<file path="config.mk">
export PLATFORM = sky130hd
export DESIGN_NAME = wiper_latch_core
export DESIGN_NICKNAME = d
export VERILOG_FILES = /design/src/rtl/wiper_pkg.sv /design/src/rtl/serial_front.sv /design/src/rtl/addr_decode.sv /design/src/rtl/chan_latch.sv /design/src/rtl/wiper_latch_core.sv
export SDC_FILE = /design/constraint.sdc
export NUM_CORES = 1
export LEC_CHECK = 0
export BUFFER_PORTS_ARGS = -buffer_cell sky130_fd_sc_hd__buf_2
export CAP_MARGIN = 20
export CORE_MARGIN = 2
export CORE_UTILIZATION = 50
export CTS_CLUSTER_SIZE = 24
export DETAILED_ROUTE_END_ITERATION = 8
export PLACE_DENSITY = 0.78
export SETUP_SLACK_MARGIN = 0.1
export SLEW_MARGIN = 15
export SYNTH_ARGS = -nofsm -noshare
export SYNTH_HDL_FRONTEND = slang
export SYNTH_SLANG_ARGS = --single-unit
</file>
<file path="constraint.sdc">
create_clock -name clk -period 1.9 [get_ports clk]
set_clock_uncertainty 0.05 [all_clocks]
set_input_delay 0.285 -clock clk [delete_from_list [all_inputs] [get_ports clk]]
set_output_delay 0.285 -clock clk [all_outputs]
set_load 0.1 [all_outputs]
</file>
<file path="src/rtl/wiper_pkg.sv">
package wiper_pkg;

  // Events found on the sampled serial pins in one system cycle.
  typedef struct packed {
    logic shift;
    logic load;
  } ser_evt_t;

  // Midscale code for a given code width.
  function automatic logic [31:0] midscale_of(int unsigned w);
    return 32'd1 << (w - 1);
  endfunction

  // Whether a decoded address names a channel that exists.
  function automatic logic addr_in_range(logic [31:0] a, int unsigned n);
    return a < n;
  endfunction

  // Channel index carried by a frame address (A1*2 + A0).
  function automatic int unsigned chan_of(logic [1:0] a);
    return 2 * int'(a[1]) + int'(a[0]);
  endfunction

endpackage

</file>
<file path="src/rtl/serial_front.sv">
module serial_front #(
  parameter int unsigned FRAME_W = 10
) (
  input  logic                   clk,
  input  logic                   rst_n,
  input  logic                   ser_clk,
  input  logic                   ser_csn,
  input  logic                   ser_din,
  output logic [FRAME_W-1:0]     frame_o,
  output wiper_pkg::ser_evt_t    evt_o,
  output logic                   sdo_bit_o
);

  logic               sclk_q;
  logic               csn_q;
  logic [FRAME_W-1:0] shreg;
  logic               sdo_q;

  // Previous samples; reset high so a level already present is not an edge.
  always_ff @(posedge clk or negedge rst_n) begin
    if (!rst_n) begin
      sclk_q <= 1'b1;
      csn_q  <= 1'b1;
    end else begin
      sclk_q <= ser_clk;
      csn_q  <= ser_csn;
    end
  end

  assign evt_o.shift = ser_clk & ~sclk_q & ~ser_csn;
  assign evt_o.load  = ser_csn & ~csn_q;

  always_ff @(posedge clk or negedge rst_n) begin
    if (!rst_n) begin
      shreg <= '0;
      sdo_q <= 1'b0;
    end else if (evt_o.shift) begin
      shreg <= {shreg[FRAME_W-2:0], ser_din};
      sdo_q <= shreg[FRAME_W-1];
    end
  end

  assign frame_o   = shreg;
  assign sdo_bit_o = sdo_q;

  // a deselected interface leaves the register alone
  a_r2_hold_deselected: assert property (@(posedge clk) disable iff (!rst_n)
    ser_csn |=> $stable(shreg));

  // the newest bit lands in the LSB
  a_r1_newest_lsb: assert property (@(posedge clk) disable iff (!rst_n)
    evt_o.shift |=> (shreg[0] == $past(ser_din)));

  // output latch takes the bit pushed off the far end
  a_r10_tap_far_end: assert property (@(posedge clk) disable iff (!rst_n)
    evt_o.shift |=> (sdo_q == $past(shreg[FRAME_W-1])));

  // the tap only moves on a shift
  a_r10_tap_still: assert property (@(posedge clk) disable iff (!rst_n)
    !evt_o.shift |=> $stable(sdo_q));

endmodule

</file>
<file path="src/rtl/addr_decode.sv">
module addr_decode #(
  parameter int unsigned NUM_CH = 4,
  parameter int unsigned ADDR_W = 2
) (
  input  logic              clk,
  input  logic              rst_n,
  input  logic              load_i,
  input  logic [ADDR_W-1:0] addr_i,
  output logic [NUM_CH-1:0] load_vec_o,
  output logic              drop_o
);

  logic addr_ok;

  assign addr_ok = wiper_pkg::addr_in_range(32'(addr_i), NUM_CH);
  assign drop_o  = load_i & ~addr_ok;

  for (genvar c = 0; c < NUM_CH; c++) begin : g_sel
    assign load_vec_o[c] = load_i && (addr_i == ADDR_W'(c));
  end

  // never more than one latch strobed
  a_r4_single_strobe: assert property (@(posedge clk) disable iff (!rst_n)
    $onehot0(load_vec_o));

  // a dropped frame strobes nothing
  a_r12_drop_silent: assert property (@(posedge clk) disable iff (!rst_n)
    drop_o |-> (load_vec_o == '0));

  // an in-range load strobes exactly one latch
  a_r5_hit_one: assert property (@(posedge clk) disable iff (!rst_n)
    (load_i && !drop_o) |-> ($countones(load_vec_o) == 1));

endmodule

</file>
<file path="src/rtl/chan_latch.sv">
module chan_latch #(
  parameter int unsigned CODE_W = 8
) (
  input  logic              clk,
  input  logic              rst_n,
  input  logic              load_en,
  input  logic [CODE_W-1:0] code_in,
  input  logic              shdn_n,
  output logic [CODE_W-1:0] code_o,
  output logic              a_open_o,
  output logic              w_short_o
);

  localparam logic [CODE_W-1:0] MID = CODE_W'(wiper_pkg::midscale_of(CODE_W));

  logic [CODE_W-1:0] code_q;

  always_ff @(posedge clk or negedge rst_n) begin
    if (!rst_n)       code_q <= MID;
    else if (load_en) code_q <= code_in;
  end

  assign code_o    = code_q;
  assign a_open_o  = ~shdn_n;
  assign w_short_o = ~shdn_n;

  // an unselected latch holds
  a_r4_hold_unselected: assert property (@(posedge clk) disable iff (!rst_n)
    !load_en |=> $stable(code_q));

  // a strobe loads whether or not shutdown is active
  a_r9_load_any_mode: assert property (@(posedge clk) disable iff (!rst_n)
    load_en |=> (code_q == $past(code_in)));

  // leaving reset the code is midscale
  a_r6_preset_held: assert property (@(posedge clk) disable iff (!rst_n)
    $rose(rst_n) |-> (code_q == MID));

endmodule

</file>
<file path="src/rtl/wiper_latch_core.sv">
module wiper_latch_core #(
  parameter int unsigned NUM_CH = 4,
  parameter int unsigned CODE_W = 8
) (
  input  logic                     clk,
  input  logic                     rst_n,
  input  logic                     ser_clk,
  input  logic                     ser_csn,
  input  logic                     ser_din,
  input  logic                     shdn_n,
  output logic [NUM_CH*CODE_W-1:0] code_o,
  output logic [NUM_CH-1:0]        a_open_o,
  output logic [NUM_CH-1:0]        w_short_o,
  output logic                     sdo_oe_o,
  output logic                     sdo_bit_o,
  output logic                     sdo_pull_low_o
);

  localparam int unsigned ADDR_W  = 2;
  localparam int unsigned FRAME_W = ADDR_W + CODE_W;

  logic [FRAME_W-1:0]  frame;
  wiper_pkg::ser_evt_t evt;
  logic [NUM_CH-1:0]   load_vec;
  logic                drop;
  logic [ADDR_W-1:0]   frame_addr;
  logic [CODE_W-1:0]   frame_code;

  serial_front #(.FRAME_W(FRAME_W)) u_front (
    .clk       (clk),
    .rst_n     (rst_n),
    .ser_clk   (ser_clk),
    .ser_csn   (ser_csn),
    .ser_din   (ser_din),
    .frame_o   (frame),
    .evt_o     (evt),
    .sdo_bit_o (sdo_bit_o)
  );

  assign frame_addr = frame[FRAME_W-1 -: ADDR_W];
  assign frame_code = frame[CODE_W-1:0];

  addr_decode #(.NUM_CH(NUM_CH), .ADDR_W(ADDR_W)) u_dec (
    .clk        (clk),
    .rst_n      (rst_n),
    .load_i     (evt.load),
    .addr_i     (frame_addr),
    .load_vec_o (load_vec),
    .drop_o     (drop)
  );

  for (genvar c = 0; c < NUM_CH; c++) begin : g_ch
    chan_latch #(.CODE_W(CODE_W)) u_lat (
      .clk       (clk),
      .rst_n     (rst_n),
      .load_en   (load_vec[c]),
      .code_in   (frame_code),
      .shdn_n    (shdn_n),
      .code_o    (code_o[c*CODE_W +: CODE_W]),
      .a_open_o  (a_open_o[c]),
      .w_short_o (w_short_o[c])
    );
  end

  assign sdo_oe_o       = ~ser_csn & shdn_n;
  assign sdo_pull_low_o = sdo_oe_o & ~sdo_bit_o;

  // a dropped frame leaves every code as it was
  a_r12_drop_keeps_codes: assert property (@(posedge clk) disable iff (!rst_n)
    drop |=> $stable(code_o));

  // the output never pulls low in shutdown
  a_r11_quiet_shutdown: assert property (@(posedge clk) disable iff (!rst_n)
    !shdn_n |-> !sdo_pull_low_o);

  // the output never pulls low while deselected
  a_r11_quiet_deselected: assert property (@(posedge clk) disable iff (!rst_n)
    ser_csn |-> !sdo_pull_low_o);

endmodule

</file>
# [After elaboration in Yosys (flattened, before gate mapping)]
# Cells that the tools add are included.
[totals] regBits=45 inputBits=6 out_inout_bits=43 elab_cells=26
[classes] eq_ne=3 bitwise_logic=10 n_reduce_logical=5
[op_table] op="$and A1 B1 Y1" n=5
[op_table] op="$not A1 Y1" n=5
[op_table] op="$eq A2 B2 Y1 const B" n=2
[op_table] op="$logic_and A1 B1 Y1" n=4
[op_table] op="$eq A2 B1 Y1 const B" n=1
[op_table] op="$logic_not A2 Y1" n=1

# [Depth between registers and ports, before layout]
# Gate-level depths: netlist of the first run.
[logic_depth] ltp_word=3 depth_mapped=3 ltp_nobuf=2

# [Cells and area by module]
# Synthesis of the first run repeated with hierarchy kept, for this count alone.
[unflattened] hier_cells=111 area_unflattened_um2=1931.9
[modules_own_cells] module="chan_latch" instances=4 cells_per_inst=19 area_each_um2=344.1 seq_area_each_um2=201.4
[modules_own_cells] module="serial_front" instances=1 cells_per_inst=27 area_each_um2=488.0 seq_area_each_um2=327.8
[modules_own_cells] module="addr_decode" instances=1 cells_per_inst=6 area_each_um2=48.8 seq_area_each_um2=0.0
[modules_own_cells] module="wiper_latch_core" instances=1 cells_per_inst=2 area_each_um2=18.8 seq_area_each_um2=0.0

# [Least setup slack after synthesis of the first run]
# Ideal clock, no wire load.
[synth_path] kind="reg-to-output" startpoint="reg u_front.sdo_q, in the netlist u_front.sdo_bit_o" endpoint="out sdo_pull_low_o" arrival_time_ns=2.953 required_time_ns=1.565 slack_ns=-1.388 stages_incl_launch_ff=2 path_buffers=0 cell_sequence="dfrtp_1 nor3_1"
[synth_between] elab_chain_cells=2
[synth_lines] element="start: declaration" line_no="serial_front.sv:17" source="logic sdo_q;"
[synth_lines] element="start signal: assignment" line_no="serial_front.sv:39" source="sdo_q <= shreg[FRAME_W-1];"
[synth_lines] element="$not A1 Y1" line_no="wiper_latch_core.sv:66" source="assign sdo_pull_low_o = sdo_oe_o & ~sdo_bit_o;"
[synth_lines] element="$and A1 B1 Y1" line_no="wiper_latch_core.sv:66"
[synth_lines] element="end: declaration" line_no="wiper_latch_core.sv:16" source="output logic sdo_pull_low_o"
# No other way between the ends.

# [Final worst setup path of the first run]
# Same ends and word-level chain as after synthesis.

==> metrics, run 1 <==
Peak VDD IR 1.428 mV; Worst-Skew Late Latency 370 ps; worst reg2reg startpoint u_front.frame_o[8]; Final Worst Setup Slack 230.5 ps; Die Height 63.42 µm; Final Setup Violations 0; TritonRoute pass-1 iters 4; ANT nets after route 0; core area 3363 µm²; GR Util All Layers 19.09%; Iter 0 DRT Violations 46; metal3 WL 172 µm; register area share after synthesis 64.21%; FMAX 599.0 MHz; Seq cells post-synth 45; Top delay family on crit path flip-flops; r2r setup slk 330 ps; CP cell instances nor3_4, clkbuf_4; largest net degree at the start of global routing 19; IO buf count 48; Max Slew Vio Count 0; multi-input logic area 584.3 µm²; hold endpoint u_front.csn_q; Slew headroom 67.64%; Tmin final 1669 ps; vias in the first global route 1,135; unrepaired setup endpoints after global routing no; DP Wirelength 2.370 mm; Least-Margin Pin Slew 488.7 ps; global-route wire length before repair 5.747 mm; Initial Utilization 52.49%; post-DR wirelength/cell 16.07 µm; antenna diode count 0; full die area 4022 µm²; post-route met1 wirelength 1.446 mm; most frequent cells in the layout 47 x buf_2, 43 x mux2_2, 38 x dfrtp_1; via count 1,060; dpl ws 296.7 ps; Mean Syn Cell Area 16.50 µm²; WP data required 1560 ps; total congestion overflow 0; initial antenna violation count 0; Final Core Density 64.10%; Tcrit/Tclk final 87.87%; clock slew at reported path FFs 130 ps; total I/O pin count 49; CP max stage delay 450 ps; detailed-route DRC error count 0; commonest non-fill, non-tap cell in the layout buf_2; Setup Fix Bufs, Post-CTS 0; Reg area 1135 µm²; Layout area overhead 22.11%; Synth cell types 12; min-delay worst type in -> reg; Hold Fails Final Rpt 0; Total Power 3.580 mW; CTS Sinks 45; Post-Syn Nets 113; Nets 166; Routed WL 3.326 mm; Clock Tree Buf Depth 2; cell count after synthesis 107; max_cap viols 0; chip width 63.42 µm; # rows 21; power per cell area 1661 nW/µm²; Min-Delay Path Depth 1; CTS tree done; TNS Setup 0 ps; Worst Hold Launch ser_csn; Avg Vias per Cell 5.121; CP max-delay cell dfrtp_2; DR WL met2 1.645 mm; status completed; Layout fillers 257; post-placement cell count 197; R2R cell count 3; Max Used Layer met4; worst path arrival time 1330 ps; worst path bufs/invs 1; P_leak 1.126 nW; CTS H-Tree Depth 2; worst setup path class reg -> out; Non-Filler Instances 207; RePlAce Congestion 0.7802; Setup crit start kind flip-flop; clock buffer count from CTS 5; layout cells sized above 1 73.91%; Ys Warns 0; Root Driver clkbuf_4; worst-path fanout max 3; synthesized cell area 1765 µm²; worst reg2reg endpoint g_ch[2].u_lat.code_o[2]; CP endpoint kind primary output
[metrics by stage]
step | hold WS, ps | instance area [µm²]
detailed placement | 140.5 | 2073
CTS | 51.38 | 2153
finish | 55.79 | 2156
floorplan | -60.59 | 1780
global placement | 138.1 | 2073
global route | 43.32 | 2156
[cells by family (layout without fill, tap and decap cells)]
logic type	after synthesis	in the layout	synth area share, %
buffers and inverters	12	66	4.465
AND/OR/NAND/NOR	7	7	3.898
multiplexers	43	43	27.43
flip-flops	45	45	64.21
[sequential cells by signal (all words and copies together) (netlist names)]
name               cells
u_front.csn_q          1
u_front.sclk_q         1
g_ch.u_lat.code_o     32
u_front.sdo_bit_o      1
u_front.frame_o       10
[repair_timing]
| item | in CTS | in global routing |
|---|---|---|
| hold endpoints to repair | 13 | 0 |
| resized for setup | 0 | 1 |
| setup endpoints to repair | 0 | 1 |
| hold buffers | 2 | 0 |
[layer usage]
| layer | up-vias | track usage (%) |
|---|---|---|
| li1 | 474 | - |
| met1 | 548 | 24.45 |
| met2 | 31 | 30.92 |
| met3 | 7 | 4.821 |
| met4 | 0 | 8.152 |
| met5 | - | 0 |
[area by class of cell]
class                   instances  share of cell area (%)
repair buffers                 57                   14.63
clock inverters                 3                   1.045
multi-input cells              50                   27.10
flip-flops and latches         45                   52.64
well taps                      46                   2.670
clock buffers                   5                   1.741
inverters                       1                  0.1741
[power breakdown]
group          internal (mW)  switching (mW)  leakage, nW  total [mW]
Clock                  0.143           0.320       0.0234       0.463
Sequential              1.20           0.199        0.580        1.40
Combinational          0.345            1.37        0.523        1.72
Total                   1.69            1.89         1.13        3.58
[cell usage after synthesis (all sizes together)]
cell type,instances,area (µm²)
buf,11,75.07
dfrtp,39,975.9
dfstp,6,157.7
inv,1,3.750
mux2,43,484.2
nand4b,1,8.760
nor2,1,3.750
nor3,1,5.000
nor3b,1,7.510
nor4b,1,23.77
nor4bb,2,20.02
[worst max path at each step]
stage	end	slack, ps	cells after the start	startpoint
finish	sdo_pull_low_o	230	2	u_front.sdo_bit_o
global route	sdo_pull_low_o	170	2	u_front.sdo_bit_o
CTS	sdo_pull_low_o	110	2	u_front.sdo_bit_o
detailed placement	g_ch[2].u_lat.code_o[5]	300	4	ser_csn
global placement	g_ch[2].u_lat.code_o[3]	390	4	ser_csn
floorplan	sdo_pull_low_o	80	1	u_front.sdo_bit_o
Power figures use the tool's default switching activity.
==> run 2: changes to the inputs <==
HOLD_SLACK_MARGIN = 0.15   (was not set)
PLACE_DENSITY = 0.89   (was 0.78)
==> metrics, run 2 (synthesis gave the netlist of run 1 again) <==
status completed; max reg flops 32; IO buf count 48; worst reg2reg endpoint g_ch[0].u_lat.code_o[1]; initial antenna violation count 0; Clock Tree Buf Depth 2; CTS tree done; unrepaired setup endpoints after global routing no; Slew headroom 66.18%; Final Core Density 64.73%; worst setup path class reg -> out; total I/O pin count 49; Root Driver clkbuf_4; largest net degree at the start of global routing 25; Setup crit start kind flip-flop; Layout fillers 277; TritonRoute pass-1 iters 4; ANT nets after route 0; Setup Fix Bufs, Post-CTS 0; Die Height 63.42 µm; power per cell area 1640 nW/µm²; TNS Setup 0 ps; worst-path fanout max 3; DP Wirelength 2.396 mm; full die area 4022 µm²; chip width 63.42 µm; CTS Sinks 45; most frequent cells in the layout 48 x buf_2, 43 x mux2_2, 38 x dfrtp_1; Nets 168; via count 1,071; antenna diode count 0; commonest non-fill, non-tap cell in the layout buf_2; R2R cell count 3; Hold Fails Final Rpt 0; WP data required 1560 ps; Peak VDD IR 0.9918 mV; CP cell instances nor3_4, buf_2; # rows 21; CP max-delay cell dfrtp_2; busiest grt layer met2; CTS H-Tree Depth 2; Max Slew Vio Count 0; FMAX 578.9 MHz; layout cells sized above 1 72.39%; worst path arrival time 1390 ps; Least-Margin Pin Slew 507.3 ps; vias in the first global route 1,095; post-DR wirelength/cell 15.93 µm; global-route wire length before repair 5.561 mm; worst path bufs/invs 1; number of cells upsized or downsized after cts 0; detailed-route DRC error count 0; Hold Buf Count CTS 4; Worst-Skew Late Latency 350 ps; Top delay family on crit path flip-flops; worst reg2reg startpoint u_front.frame_o[9]; min-delay worst type in -> async; r2r setup slk 270 ps; Avg Vias per Cell 5.124; Layout area overhead 23.32%; clock buffer count from CTS 5; Iter 0 DRT Violations 26; RePlAce Congestion 0.7189; P_leak 1.146 nW; max_cap viols 0; Tcrit/Tclk final 90.92%; clock slew at reported path FFs 130 ps; CP endpoint kind primary output; core area 3363 µm²; GR Layer Usage met3 4.464%; Initial Utilization 52.49%; CP max stage delay 450 ps; Global Route met2 Usage 29.34%; Routed WL 3.330 mm; Tmin final 1728 ps; total congestion overflow 0; GR Util All Layers 18.65%; met1 GRT Util 25.03%; Final Setup Violations 0
run 2: final cells by class:
class / count / area [µm²] / area share, %
Timing Repair Buffer: 59 / 345.3 / 15.86
Clock inverter: 2 / 10.01 / 0.4598
Inverter: 1 / 3.754 / 0.1724
Clock buffer: 6 / 41.29 / 1.897
Sequential cell: 45 / 1135 / 52.13
Multi-Input combinational cell: 50 / 584.3 / 26.84
Tap cell: 46 / 57.56 / 2.644
run 2: routing by layer:
metal | routed length, µm | vias up
met5 | 0 | -
met4 | 58 | 0
met3 | 175 | 5
met2 | 1578 | 44
met1 | 1517 | 543
li1 | - | 479
run 2: worst max path at each step:
| stage | startpoint | end | slack (ps) | cells past startpoint |
|---|---|---|---|---|
| floorplan | u_front.sdo_bit_o | sdo_pull_low_o | 80 | 1 |
| global placement | u_front.frame_o[9] | g_ch[0].u_lat.code_o[4] | 350 | 3 |
| detailed placement | u_front.frame_o[9] | g_ch[0].u_lat.code_o[4] | 290 | 3 |
| CTS | u_front.sdo_bit_o | sdo_pull_low_o | 150 | 2 |
| global route | u_front.sdo_bit_o | sdo_pull_low_o | 120 | 2 |
| finish | u_front.sdo_bit_o | sdo_pull_low_o | 170 | 2 |
run 2: through the flow:
| step | instances | total power [mW] | area, µm² | hold WS [ps] | setup slack (ps) |
|---|---|---|---|---|---|
| floorplan | 107 | 2.841 | 1780 | -60.59 | 83.11 |
| global placement | 197 | 3.114 | 2086 | 213.1 | 354.3 |
| detailed placement | 197 | 3.161 | 2086 | 231.3 | 290.4 |
| CTS | 209 | 3.597 | 2177 | 373.6 | 152.4 |
| global route | 209 | 3.708 | 2177 | 414.0 | 119.8 |
| finish | 209 | 3.569 | 2177 | 370.3 | 172.4 |
run 2: report_power, final:
part           internal, mW  switching [mW]
Combinational         0.345            1.38
Clock                 0.141           0.287
Sequential             1.20           0.219
Total                  1.69            1.88
